`config.mk`:
```
export PLATFORM = sky130hd
export DESIGN_NAME = spi_regfront
export DESIGN_NICKNAME = d
export VERILOG_FILES = /design/src/rtl/spi_regfront_pkg.sv /design/src/rtl/spi_rf_fifo.sv /design/src/rtl/spi_rf_status.sv /design/src/rtl/spi_regfront.sv
export SDC_FILE = /design/constraint.sdc
export NUM_CORES = 1
export LEC_CHECK = 0
export BUFFER_PORTS_ARGS = -buffer_cell sky130_fd_sc_hd__buf_2
export CAP_MARGIN = 20
export CORE_ASPECT_RATIO = 1.2
export CORE_MARGIN = 5
export CORE_UTILIZATION = 62
export CTS_BUF_LIST = sky130_fd_sc_hd__clkbuf_2
export DETAILED_ROUTE_END_ITERATION = 8
export PLACE_DENSITY = 0.82
export SLEW_MARGIN = 20
export SYNTH_ARGS = -nofsm -noshare
export SYNTH_HDL_FRONTEND = slang
export SYNTH_SLANG_ARGS = --single-unit
```
`constraint.sdc`:
```
create_clock -name clk -period 3.85 [get_ports clk]
set_clock_uncertainty 0.15 [all_clocks]
set_input_delay 0.5775 -clock clk [delete_from_list [all_inputs] [get_ports clk]]
set_output_delay 0.5775 -clock clk [all_outputs]
set_load 0.05 [all_outputs]
```
`src/rtl/spi_regfront_pkg.sv`:
```
package spi_regfront_pkg;
  typedef enum logic [2:0] {
    RG_CTRL = 3'd0,
    RG_FIFO = 3'd1,
    RG_CDIV = 3'd2,
    RG_DLEN = 3'd3,
    RG_HOLD = 3'd4,
    RG_DMAC = 3'd5
  } reg_sel_e;

  localparam int unsigned B_TXCLR = 4;
  localparam int unsigned B_RXCLR = 5;
  localparam int unsigned B_TA    = 7;
  localparam int unsigned B_INTD  = 9;
  localparam int unsigned B_INTR  = 10;

  function automatic reg_sel_e word_of(input logic [4:0] addr);
    return reg_sel_e'(addr[4:2]);
  endfunction

  function automatic logic at_or_above(input int unsigned cnt, input int unsigned lvl);
    return cnt >= lvl;
  endfunction
endpackage

```
`src/rtl/spi_rf_fifo.sv`:
```
module spi_rf_fifo #(
  parameter int unsigned WIDTH = 8,
  parameter int unsigned DEPTH = 16
) (
  input  logic                           clk,
  input  logic                           rst_n,
  input  logic                           flush,
  input  logic                           push,
  input  logic [WIDTH-1:0]               din,
  input  logic                           pop,
  output logic [WIDTH-1:0]               dout,
  output logic [$clog2(DEPTH+1)-1:0]     count,
  output logic                           empty,
  output logic                           full
);
  localparam int unsigned AW = $clog2(DEPTH);
  localparam int unsigned CW = $clog2(DEPTH + 1);

  logic [WIDTH-1:0] mem [DEPTH];
  logic [AW-1:0]    wr_ptr, rd_ptr;
  logic             do_push, do_pop;

  function automatic logic [AW-1:0] ptr_step(input logic [AW-1:0] p);
    return (p == AW'(DEPTH - 1)) ? '0 : p + 1'b1;
  endfunction

  assign empty   = (count == '0);
  assign full    = (count == CW'(DEPTH));
  assign do_push = push & ~full & ~flush;
  assign do_pop  = pop & ~empty & ~flush;
  assign dout    = empty ? '0 : mem[rd_ptr];

  always_ff @(posedge clk or negedge rst_n) begin
    if (!rst_n) begin
      wr_ptr <= '0;
      rd_ptr <= '0;
      count  <= '0;
    end else if (flush) begin
      wr_ptr <= '0;
      rd_ptr <= '0;
      count  <= '0;
    end else begin
      if (do_push) wr_ptr <= ptr_step(wr_ptr);
      if (do_pop)  rd_ptr <= ptr_step(rd_ptr);
      count <= count + CW'(do_push) - CW'(do_pop);
    end
  end

  always_ff @(posedge clk) begin
    if (do_push) mem[wr_ptr] <= din;
  end

  AST_FULL_PUSH_DROPPED: assert property (@(posedge clk) disable iff (!rst_n)
    full && push && !pop && !flush |=> count == CW'(DEPTH));
  AST_EMPTY_POP_NOOP: assert property (@(posedge clk) disable iff (!rst_n)
    empty && pop && !push && !flush |=> empty);
endmodule

```
`src/rtl/spi_rf_status.sv`:
```
module spi_rf_status #(
  parameter int unsigned DEPTH     = 16,
  parameter int unsigned RXR_LEVEL = 12
) (
  input  logic                       clk,
  input  logic                       rst_n,
  input  logic                       ta,
  input  logic                       en_done_irq,
  input  logic                       en_rx_irq,
  input  logic                       eng_idle,
  input  logic [$clog2(DEPTH+1)-1:0] tx_count,
  input  logic [$clog2(DEPTH+1)-1:0] rx_count,
  output logic                       fl_done,
  output logic                       fl_rxd,
  output logic                       fl_txd,
  output logic                       fl_rxr,
  output logic                       fl_rxf,
  output logic                       irq
);
  import spi_regfront_pkg::*;
  localparam int unsigned CW = $clog2(DEPTH + 1);

  assign fl_done = ta & (tx_count == '0) & eng_idle;
  assign fl_rxd  = (rx_count != '0);
  assign fl_txd  = (tx_count != CW'(DEPTH));
  assign fl_rxr  = at_or_above(int'(rx_count), RXR_LEVEL);
  assign fl_rxf  = (rx_count == CW'(DEPTH));
  assign irq     = (en_done_irq & fl_done) | (en_rx_irq & fl_rxr);

  AST_FULL_NEEDS_READ: assert property (@(posedge clk) disable iff (!rst_n)
    fl_rxf |-> fl_rxr && fl_rxd);
  AST_DONE_NO_TX_DATA: assert property (@(posedge clk) disable iff (!rst_n)
    fl_done |-> fl_txd);
endmodule

```
`src/rtl/spi_regfront.sv`:
```
module spi_regfront #(
  parameter int unsigned DEPTH     = 16,
  parameter int unsigned RXR_LEVEL = 12,
  parameter int unsigned LEN_W     = 16
) (
  input  logic             clk,
  input  logic             rst_n,
  input  logic             req_valid,
  input  logic             req_write,
  input  logic [4:0]       req_addr,
  input  logic [31:0]      req_wdata,
  output logic             req_ready,
  output logic             rd_valid,
  output logic [31:0]      rd_data,
  output logic [7:0]       eng_tx_data,
  output logic             eng_tx_valid,
  input  logic             eng_tx_pop,
  input  logic [7:0]       eng_rx_data,
  input  logic             eng_rx_push,
  input  logic             eng_idle,
  output logic             xfer_active,
  output logic             clk_pol,
  output logic             clk_pha,
  output logic [1:0]       cs_sel,
  output logic             cs_act_high,
  output logic [2:0]       cs_line_pol,
  output logic             rd_enable_3w,
  output logic [LEN_W-1:0] clk_div,
  output logic [LEN_W-1:0] xfer_len,
  output logic             irq
);
  import spi_regfront_pkg::*;
  localparam int unsigned CW = $clog2(DEPTH + 1);

  logic [13:0]      ctrl_q;
  logic [4:0]       ext_q;
  logic [LEN_W-1:0] cdiv_q, dlen_q, hold_q;
  logic [31:0]      dmac_q;
  logic             rd_valid_q;
  logic [31:0]      rd_data_q, rd_mux;

  logic     wr_ev, rd_ev;
  reg_sel_e sel;
  logic     tx_push, tx_flush, tx_pop, rx_pop, rx_flush;
  logic [7:0]    tx_head, rx_head;
  logic [CW-1:0] tx_count, rx_count;
  logic tx_empty, tx_full, rx_empty, rx_full;
  logic fl_done, fl_rxd, fl_txd, fl_rxr, fl_rxf;

  assign req_ready = 1'b1;
  assign wr_ev     = req_valid & req_write;
  assign rd_ev     = req_valid & ~req_write;
  assign sel       = word_of(req_addr);
  assign tx_push   = wr_ev & (sel == RG_FIFO);
  assign rx_pop    = rd_ev & (sel == RG_FIFO);
  assign tx_flush  = wr_ev & (sel == RG_CTRL) & req_wdata[B_TXCLR];
  assign rx_flush  = wr_ev & (sel == RG_CTRL) & req_wdata[B_RXCLR];
  assign tx_pop    = eng_tx_pop & ctrl_q[B_TA];

  spi_rf_fifo #(.WIDTH(8), .DEPTH(DEPTH)) u_txf (
    .clk(clk), .rst_n(rst_n), .flush(tx_flush), .push(tx_push),
    .din(req_wdata[7:0]), .pop(tx_pop), .dout(tx_head),
    .count(tx_count), .empty(tx_empty), .full(tx_full));

  spi_rf_fifo #(.WIDTH(8), .DEPTH(DEPTH)) u_rxf (
    .clk(clk), .rst_n(rst_n), .flush(rx_flush), .push(eng_rx_push),
    .din(eng_rx_data), .pop(rx_pop), .dout(rx_head),
    .count(rx_count), .empty(rx_empty), .full(rx_full));

  spi_rf_status #(.DEPTH(DEPTH), .RXR_LEVEL(RXR_LEVEL)) u_stat (
    .clk(clk), .rst_n(rst_n), .ta(ctrl_q[B_TA]),
    .en_done_irq(ctrl_q[B_INTD]), .en_rx_irq(ctrl_q[B_INTR]),
    .eng_idle(eng_idle), .tx_count(tx_count), .rx_count(rx_count),
    .fl_done(fl_done), .fl_rxd(fl_rxd), .fl_txd(fl_txd),
    .fl_rxr(fl_rxr), .fl_rxf(fl_rxf), .irq(irq));

  always_ff @(posedge clk or negedge rst_n) begin
    if (!rst_n) begin
      ctrl_q <= '0;
      ext_q  <= '0;
      cdiv_q <= '0;
      dlen_q <= '0;
      hold_q <= '0;
      dmac_q <= '0;
    end else if (wr_ev) begin
      case (sel)
        RG_CTRL: begin
          ctrl_q <= {req_wdata[13:6], 2'b00, req_wdata[3:0]};
          ext_q  <= req_wdata[25:21];
        end
        RG_CDIV: cdiv_q <= req_wdata[LEN_W-1:0];
        RG_DLEN: dlen_q <= req_wdata[LEN_W-1:0];
        RG_HOLD: hold_q <= req_wdata[LEN_W-1:0];
        RG_DMAC: dmac_q <= req_wdata;
        default: ;
      endcase
    end
  end

  always_comb begin
    rd_mux = '0;
    case (sel)
      RG_CTRL: rd_mux = {6'b0, ext_q, fl_rxf, fl_rxr, fl_txd, fl_rxd, fl_done,
                         2'b00, ctrl_q};
      RG_FIFO: rd_mux = {24'b0, rx_head};
      RG_CDIV: rd_mux = 32'(cdiv_q);
      RG_DLEN: rd_mux = 32'(dlen_q);
      RG_HOLD: rd_mux = 32'(hold_q);
      RG_DMAC: rd_mux = dmac_q;
      default: rd_mux = '0;
    endcase
  end

  always_ff @(posedge clk or negedge rst_n) begin
    if (!rst_n) begin
      rd_valid_q <= 1'b0;
      rd_data_q  <= '0;
    end else begin
      rd_valid_q <= rd_ev;
      if (rd_ev) rd_data_q <= rd_mux;
    end
  end

  assign rd_valid     = rd_valid_q;
  assign rd_data      = rd_data_q;
  assign eng_tx_data  = tx_head;
  assign eng_tx_valid = ~tx_empty;
  assign cs_sel       = ctrl_q[1:0];
  assign clk_pha      = ctrl_q[2];
  assign clk_pol      = ctrl_q[3];
  assign cs_act_high  = ctrl_q[6];
  assign xfer_active  = ctrl_q[B_TA];
  assign rd_enable_3w = ctrl_q[12];
  assign cs_line_pol  = ext_q[2:0];
  assign clk_div      = cdiv_q;
  assign xfer_len     = dlen_q;

  AST_TX_FROZEN_NO_TA: assert property (@(posedge clk) disable iff (!rst_n)
    !xfer_active && !tx_push && !tx_flush |=> $stable(tx_count));
  AST_TX_FLUSH_EMPTIES: assert property (@(posedge clk) disable iff (!rst_n)
    tx_flush |=> tx_empty);
  AST_RX_FLUSH_EMPTIES: assert property (@(posedge clk) disable iff (!rst_n)
    rx_flush |=> rx_empty);
  AST_EMPTY_READ_ZERO: assert property (@(posedge clk) disable iff (!rst_n)
    rx_pop && rx_empty |=> rd_data[7:0] == 8'h00);
  AST_READ_ANSWERED: assert property (@(posedge clk) disable iff (!rst_n)
    rd_ev |=> rd_valid);
  AST_DONE_IRQ_AT_START: assert property (@(posedge clk) disable iff (!rst_n)
    $rose(xfer_active) && tx_empty && eng_idle && ctrl_q[B_INTD] |-> irq);
endmodule

```
**Yosys cells after proc, flatten, opt, wreduce, memory -nomap -nowiden**

Memories as Yosys holds them, arrays and structs flattened.
Index checks and enable logic that the tools add are counted.

- Flip-flop bits (word level): 156
- Bits in writable memories: 256
- Input bits: 52
- Output and inout bits: 86
- Memories: 2

Memories:

| name | words | width | rd ports | clocked after memory_dff | wr ports | RTL line | source |
|---|---|---|---|---|---|---|---|
| u_rxf.mem | 16 | 8 | 1 | 0 | 1 | spi_rf_fifo.sv:19 | `logic [WIDTH-1:0] mem [DEPTH];` |
| u_txf.mem | 16 | 8 | 1 | 0 | 1 | spi_rf_fifo.sv:19 |  |

- Add/sub/neg operators: 8
- Magnitude comparators: 1
- Eq/ne operators: 12
- Mux-type cells: 21
- Bitwise gates (word level): 28
- Reduce and logical (&&, ||, !) cells: 13

Operators by type and width:

| operator | number |
|---|---|
| $pmux 32 s6 | 1 |
| $mux 4 | 12 |
| $and 1x1->1 | 20 |
| $add 4x1->4 const B | 4 |
| $eq 4x4->1 const B | 4 |
| $mux 8 | 2 |
| $add 5x1->5 | 2 |
| $eq 5x5->1 const B | 2 |
| $logic_not 5->1 | 2 |
| $mux 5 | 2 |
| $reduce_and 2->1 | 5 |
| $sub 5x1->5 | 2 |
| $reduce_bool 2->1 | 4 |
| $not 1->1 | 7 |
| $eq 3x2->1 const B | 2 |
| $eq 3x3->1 const B | 2 |
| $ge 5x4->1 const B | 1 |
| $ne 5x5->1 const B | 1 |
| $reduce_bool 5->1 | 1 |
| $mux 1 | 4 |
| $eq 3x1->1 const B | 1 |
| $logic_not 3->1 | 1 |
| $or 1x1->1 | 1 |

**Longest topological paths before layout**

- Depth in word-level cells: 8
- Gate-level depth with buffers: 15

**Hierarchy**

Synthesis repeated with hierarchy kept, for this count alone.

- Cell total of the unflattened synthesis: 1051
- Area total of the unflattened synthesis: 17559.3 um^2

Modules (own cells, without submodules):

| module | instances | cells an instance | area each (um^2) | seq. area each (um^2) |
|---|---|---|---|---|
| spi_rf_fifo at u_txf | 1 | 306 | 5869.4 | 4169.0 |
| spi_rf_fifo at u_rxf | 1 | 305 | 5849.4 | 4169.0 |
| spi_regfront | 1 | 429 | 5761.8 | 3253.1 |
| spi_rf_status | 1 | 11 | 78.8 | 0.0 |

**Worst setup path after synthesis**

OpenSTA, ideal clock, no wires.

- Path kind: register to register
- Start: register u_txf.count[3]
- End: register u_txf.count[4]
- Arrival time: 3.131 ns
- Required time: 3.565 ns
- Path slack: 0.433 ns
- Stages on the path, launching flop included: 16
- Buffers on the path: 1
- Period minus slack after synthesis: 3.417 ns
- Path through: dfrtp_1 > inv_1 > ha_1 > or4b_2 > clkbuf_1 > nand3_1 > nor2_1 > ha_1 > inv_1 > ha_1 > inv_1 > fa_1 > nor2b_1 > o21bai_1 > a21oi_1 > nor3b_1

- Elaborated cells between the ends (all ways): 11
- Classes of those cells: 2 x add/sub; 1 x eq/ne; 1 x mux; 6 x bitwise; 1 x reduce/logical

RTL lines:

| item | RTL line | source |
|---|---|---|
| from (decl) | spi_rf_fifo.sv:12 | `output logic [$clog2(DEPTH+1)-1:0] count,` |
| from (signal assigned) | spi_rf_fifo.sv:45 | `count <= count + CW'(do_push) - CW'(do_pop);` |
| $logic_not 5->1 | spi_rf_fifo.sv:27 | `assign empty = (count == '0);` |
| $not 1->1 | -- |  |
| net eng_tx_valid | spi_regfront.sv:16 | `output logic eng_tx_valid,` |
| $and 1x1->1 (2 in a row) | spi_rf_fifo.sv:30 | `assign do_pop = pop & ~empty & ~flush;` |
| $sub 5x1->5 | spi_rf_fifo.sv:45 |  |
| $mux 5 | spi_rf_fifo.sv:38 | `end else if (flush) begin` |

The timed path passes the listed nets, and every way through them passes these cells.
A chain may end at the register's enable or synchronous reset.

**Worst setup path in the final report**

- Start: register u_txf.rd_ptr[0]
- End: output eng_tx_data[5]

- Longest elaborated chain between the ends: 2

Ends and longest elaborated chain:

| item | RTL line | source |
|---|---|---|
| from (decl) | spi_rf_fifo.sv:20 | `logic [AW-1:0] wr_ptr, rd_ptr;` |
| from (signal assigned) | spi_rf_fifo.sv:44 | `if (do_pop) rd_ptr <= ptr_step(rd_ptr);` |
| $mem_v2 16x8 | -- |  |
| $mux 8 | spi_rf_fifo.sv:31 | `assign dout = empty ? '0 : mem[rd_ptr];` |
| to (decl) | spi_regfront.sv:15 | `output logic [7:0] eng_tx_data,` |

Every way passes these cells.

==> flow_summary.yaml <==
status:
  outcome: "finished, final reports clean"
floorplanning:
  start_util_pct: 63.0
  ios: 138
  placementRows: 66
  core_mm2: 0.0273
  dieArea_mm2: 0.0311
  die_h_um: 192
  die_x_um: 162
sta:
  max_freq_mhz: 278
  drv_slew: 0
  hold_viol: 0
  setup_viol: 0
  slew_headroom_pct: 22.6
  tightest_slew_ns: 1.16
  fin_crit_ns: 3.60
  layout_setup_ws_ns: 0.254
  rsz0062_at_grt: "no"
  fin_tns_setup_ns: 0
  finalCritPeriodShare_pct: 93.4
  worst_hold_slack_ns: 0.123
global_route:
  grt_pass1_vias: 11000
  grt_max_degree: 91
  antenna_found_initial: 1
  grt_usage_pct: 25.6
  grt.overflow.total: 0
  grt_pass1_wl_um: 60700
clock_network:
  cts_buffers: 95
  clock_latency_ns: 0.92
  clock_path_buffers: 3
  cts_sinks: 412
  clkTransAtPathRegs_ns: 0.12
  clockRootBuffer: "clkbuf_2"
  cts_tree: "yes"
  h-tree-depth: 3
yosys:
  async_reset_ff_share_pct: 37.9
  synth_top_cell_by_area: "edfxtp_1"
  synth-main-ff-cell: "edfxtp_1"
  syn_nets: 1120
  ys_ff_latch: 412
  synth_compound_area_share_pct: 4.84
  syn_inst: 1042
  synth-edff-count: 256
  synthSimpleGateAreaFrac_pct: 4.76
  synth_area_leaders: "edfxtp_1 (45%), dfrtp_1 (23%), mux4_2 (7.9%), mux2_2 (6.5%), mux2i_1 (2.7%)"
  seq_area_frac_synth_pct: 67.5
  synthAdderAreaFrac_pct: 1.98
  synth-xor-area-share_pct: 0.357
  yosysTopAreaCellShare_pct: 44.8
  yosys.cell_types.count: 56
  postSynthAreaPerCell_um2: 16.5
  yosysWarnings: 0
  synth_top_family_by_area: "multiplexers"
  synth.area.mux_share_pct: 17.9
  synth_area_mm2: 0.0172
power:
  peakVddDrop_mv: 0.593
  power_density_mw_per_mm2: 615
  leakage_uw: 0.00786
  p_total_uw: 12100
setup_path:
  arrival_ns: 2.87
  reg2reg_setup_slack_ns: 0.55
  critical_path_class: "flip-flop to output port"
  endpoint_kind: "output port"
  start_kind: "flip-flop"
  required_ns: 3.12
  crit_fanout: 20
placement:
  dp_slack_ns: 0.449
  numPortBuffers: 134
  placed_area_mm2: 0.0183
  hpwl_um: 25000
  globalplace.congestion: 0.861
detailed_routing:
  via_per_inst: 6.06
  vias: 10500
  dr.pass1.iters: 7
  wirelength_um: 38900
  first_iter_violations: 775
  postRouteAntennaNets: 0
  post-route-drc-count: 0
  wl_per_cell_um: 22.6
final_layout:
  fillers: 1757
  finalNetCount: 1386
  post-route-cell-area_mm2: 0.0197
  drive_gt1_share_pct: 36.7
  synthToLayoutAreaGrowth_pct: 14.9
flow_run:
  maxCapViolations: 0
worst_hold_path:
  hold_path_class: "input port to flip-flop"
-- final cells by class --
type	count	area, um2	share of cell area (%)
inverters	25	93.8	0.475
clock buffers	133	666	3.37
well taps	340	425	2.16
clock inverters	41	195	0.989
multi-input cells	535	5150	26.1
diodes	1	2.50	0.0127
flip-flops and latches	412	11600	58.8
repair buffers	239	1610	8.15
-- where the power goes --
group / internal (uW) / leakage, uW / switching [uW]
Clock: 1010 / 0.000647 / 1680
Combinational: 1580 / 0.00296 / 2170
Sequential: 5230 / 0.00425 / 483
-- registers in the layout (all words and copies together) (netlist names), 12 cells and up --
name / flops
ctrl_q: 12
rd_data: 32
xfer_len: 16
dmac_q: 32
u_rxf.mem: 128
clk_div: 16
hold_q: 16
u_txf.mem: 128
-- kinds of logic (layout without fill, tap and decap cells) --
family | after synthesis | in the layout
mux | 212 | 212
fa+ha+maj | 26 | 26
simple gates | 171 | 171
buf+inv | 95 | 438
other cells | 1 | 2
xor+xnor | 7 | 7
flops | 412 | 412
compound gates | 118 | 118
-- per-layer routing --
metal  vias to the layer above  part of all wire [%]  GRT usage, %
li1                       4610                     -             -
met1                      5332                    38          32.2
met2                       423                    52          44.3
met3                        94                   6.5          4.85
met4                         0                   3.4          10.7
met5                         -                     0             0
-- critical path: stages (launching register included) --
cell and delay, ns:
dfrtp_4 0.56, buf_12 0.24, mux4_2 0.51, mux2i_1 0.27, o22ai_1 0.14, buf_2 0.23
-- synth_stat cells (3+ instances only) --
master     number
mux2i_1        46
nand2_1        46
nand2b_1        7
dfrtp_1       156
mux4_1          4
and2_1          7
edfxtp_1      256
buf_1           5
o21ai_0        24
a22oi_1        10
nor3_1         14
a31oi_1         3
a22o_1          4
o22ai_1        15
a21oi_1        16
nor2b_1         5
and3_1          7
nand3_1        19
nand4_1         5
buf_6           4
nor2_1         50
o2bb2ai_1       4
a221oi_1       19
inv_1          25
mux4_2         60
xor2_1          5
mux2_2         99
buf_2          24
buf_4           9
ha_1           24
a21o_1          4
clkbuf_1       28
a221o_1        10
-- worst paths after layout --
path                       cells after the start        endpoint            start
setup / recovery                               5  eng_tx_data[5]  u_txf.rd_ptr[0]
hold / removal                                 4     rd_data[14]      req_addr[2]
setup reg to reg                              13  u_rxf.count[4]   u_rxf.count[2]
hold reg to reg                                2     rd_data[31]      rd_data[31]
max in group asynchronous                      3     rd_data[23]            rst_n
min in group asynchronous                      2      dmac_q[19]            rst_n
-- placed cells by master, fill, tap and decap left out, types with 16 or more instances in the layout --
| master | n |
|---|---|
| dlygate4sd3_1 | 47 |
| mux2i_1 | 46 |
| nor2_1 | 49 |
| a21oi_1 | 16 |
| nand3_1 | 19 |
| dfrtp_1 | 154 |
| mux4_2 | 60 |
| edfxtp_1 | 256 |
| inv_1 | 25 |
| o21ai_0 | 24 |
| nand2_1 | 45 |
| clkinv_1 | 31 |
| mux2_2 | 99 |
| buf_4 | 56 |
| ha_1 | 24 |
| a221oi_1 | 19 |
| clkbuf_2 | 133 |
| buf_2 | 133 |
-- what timing repair did --
item,CTS,global route
setup buffers,0,10
setup endpoints to repair,8,9
gates resized for setup,3,2
hold endpoints to repair,423,0
hold buffers,47,0
-- stage by stage --
step,cells,util [%]
floorplan,1042,-
global route,1726,72.4
finish,1726,72.4
global placement,1494,67.2
CTS,1715,72.1
detailed placement,1494,67.2
No activity file was read; power rests on OpenSTA's default activity.
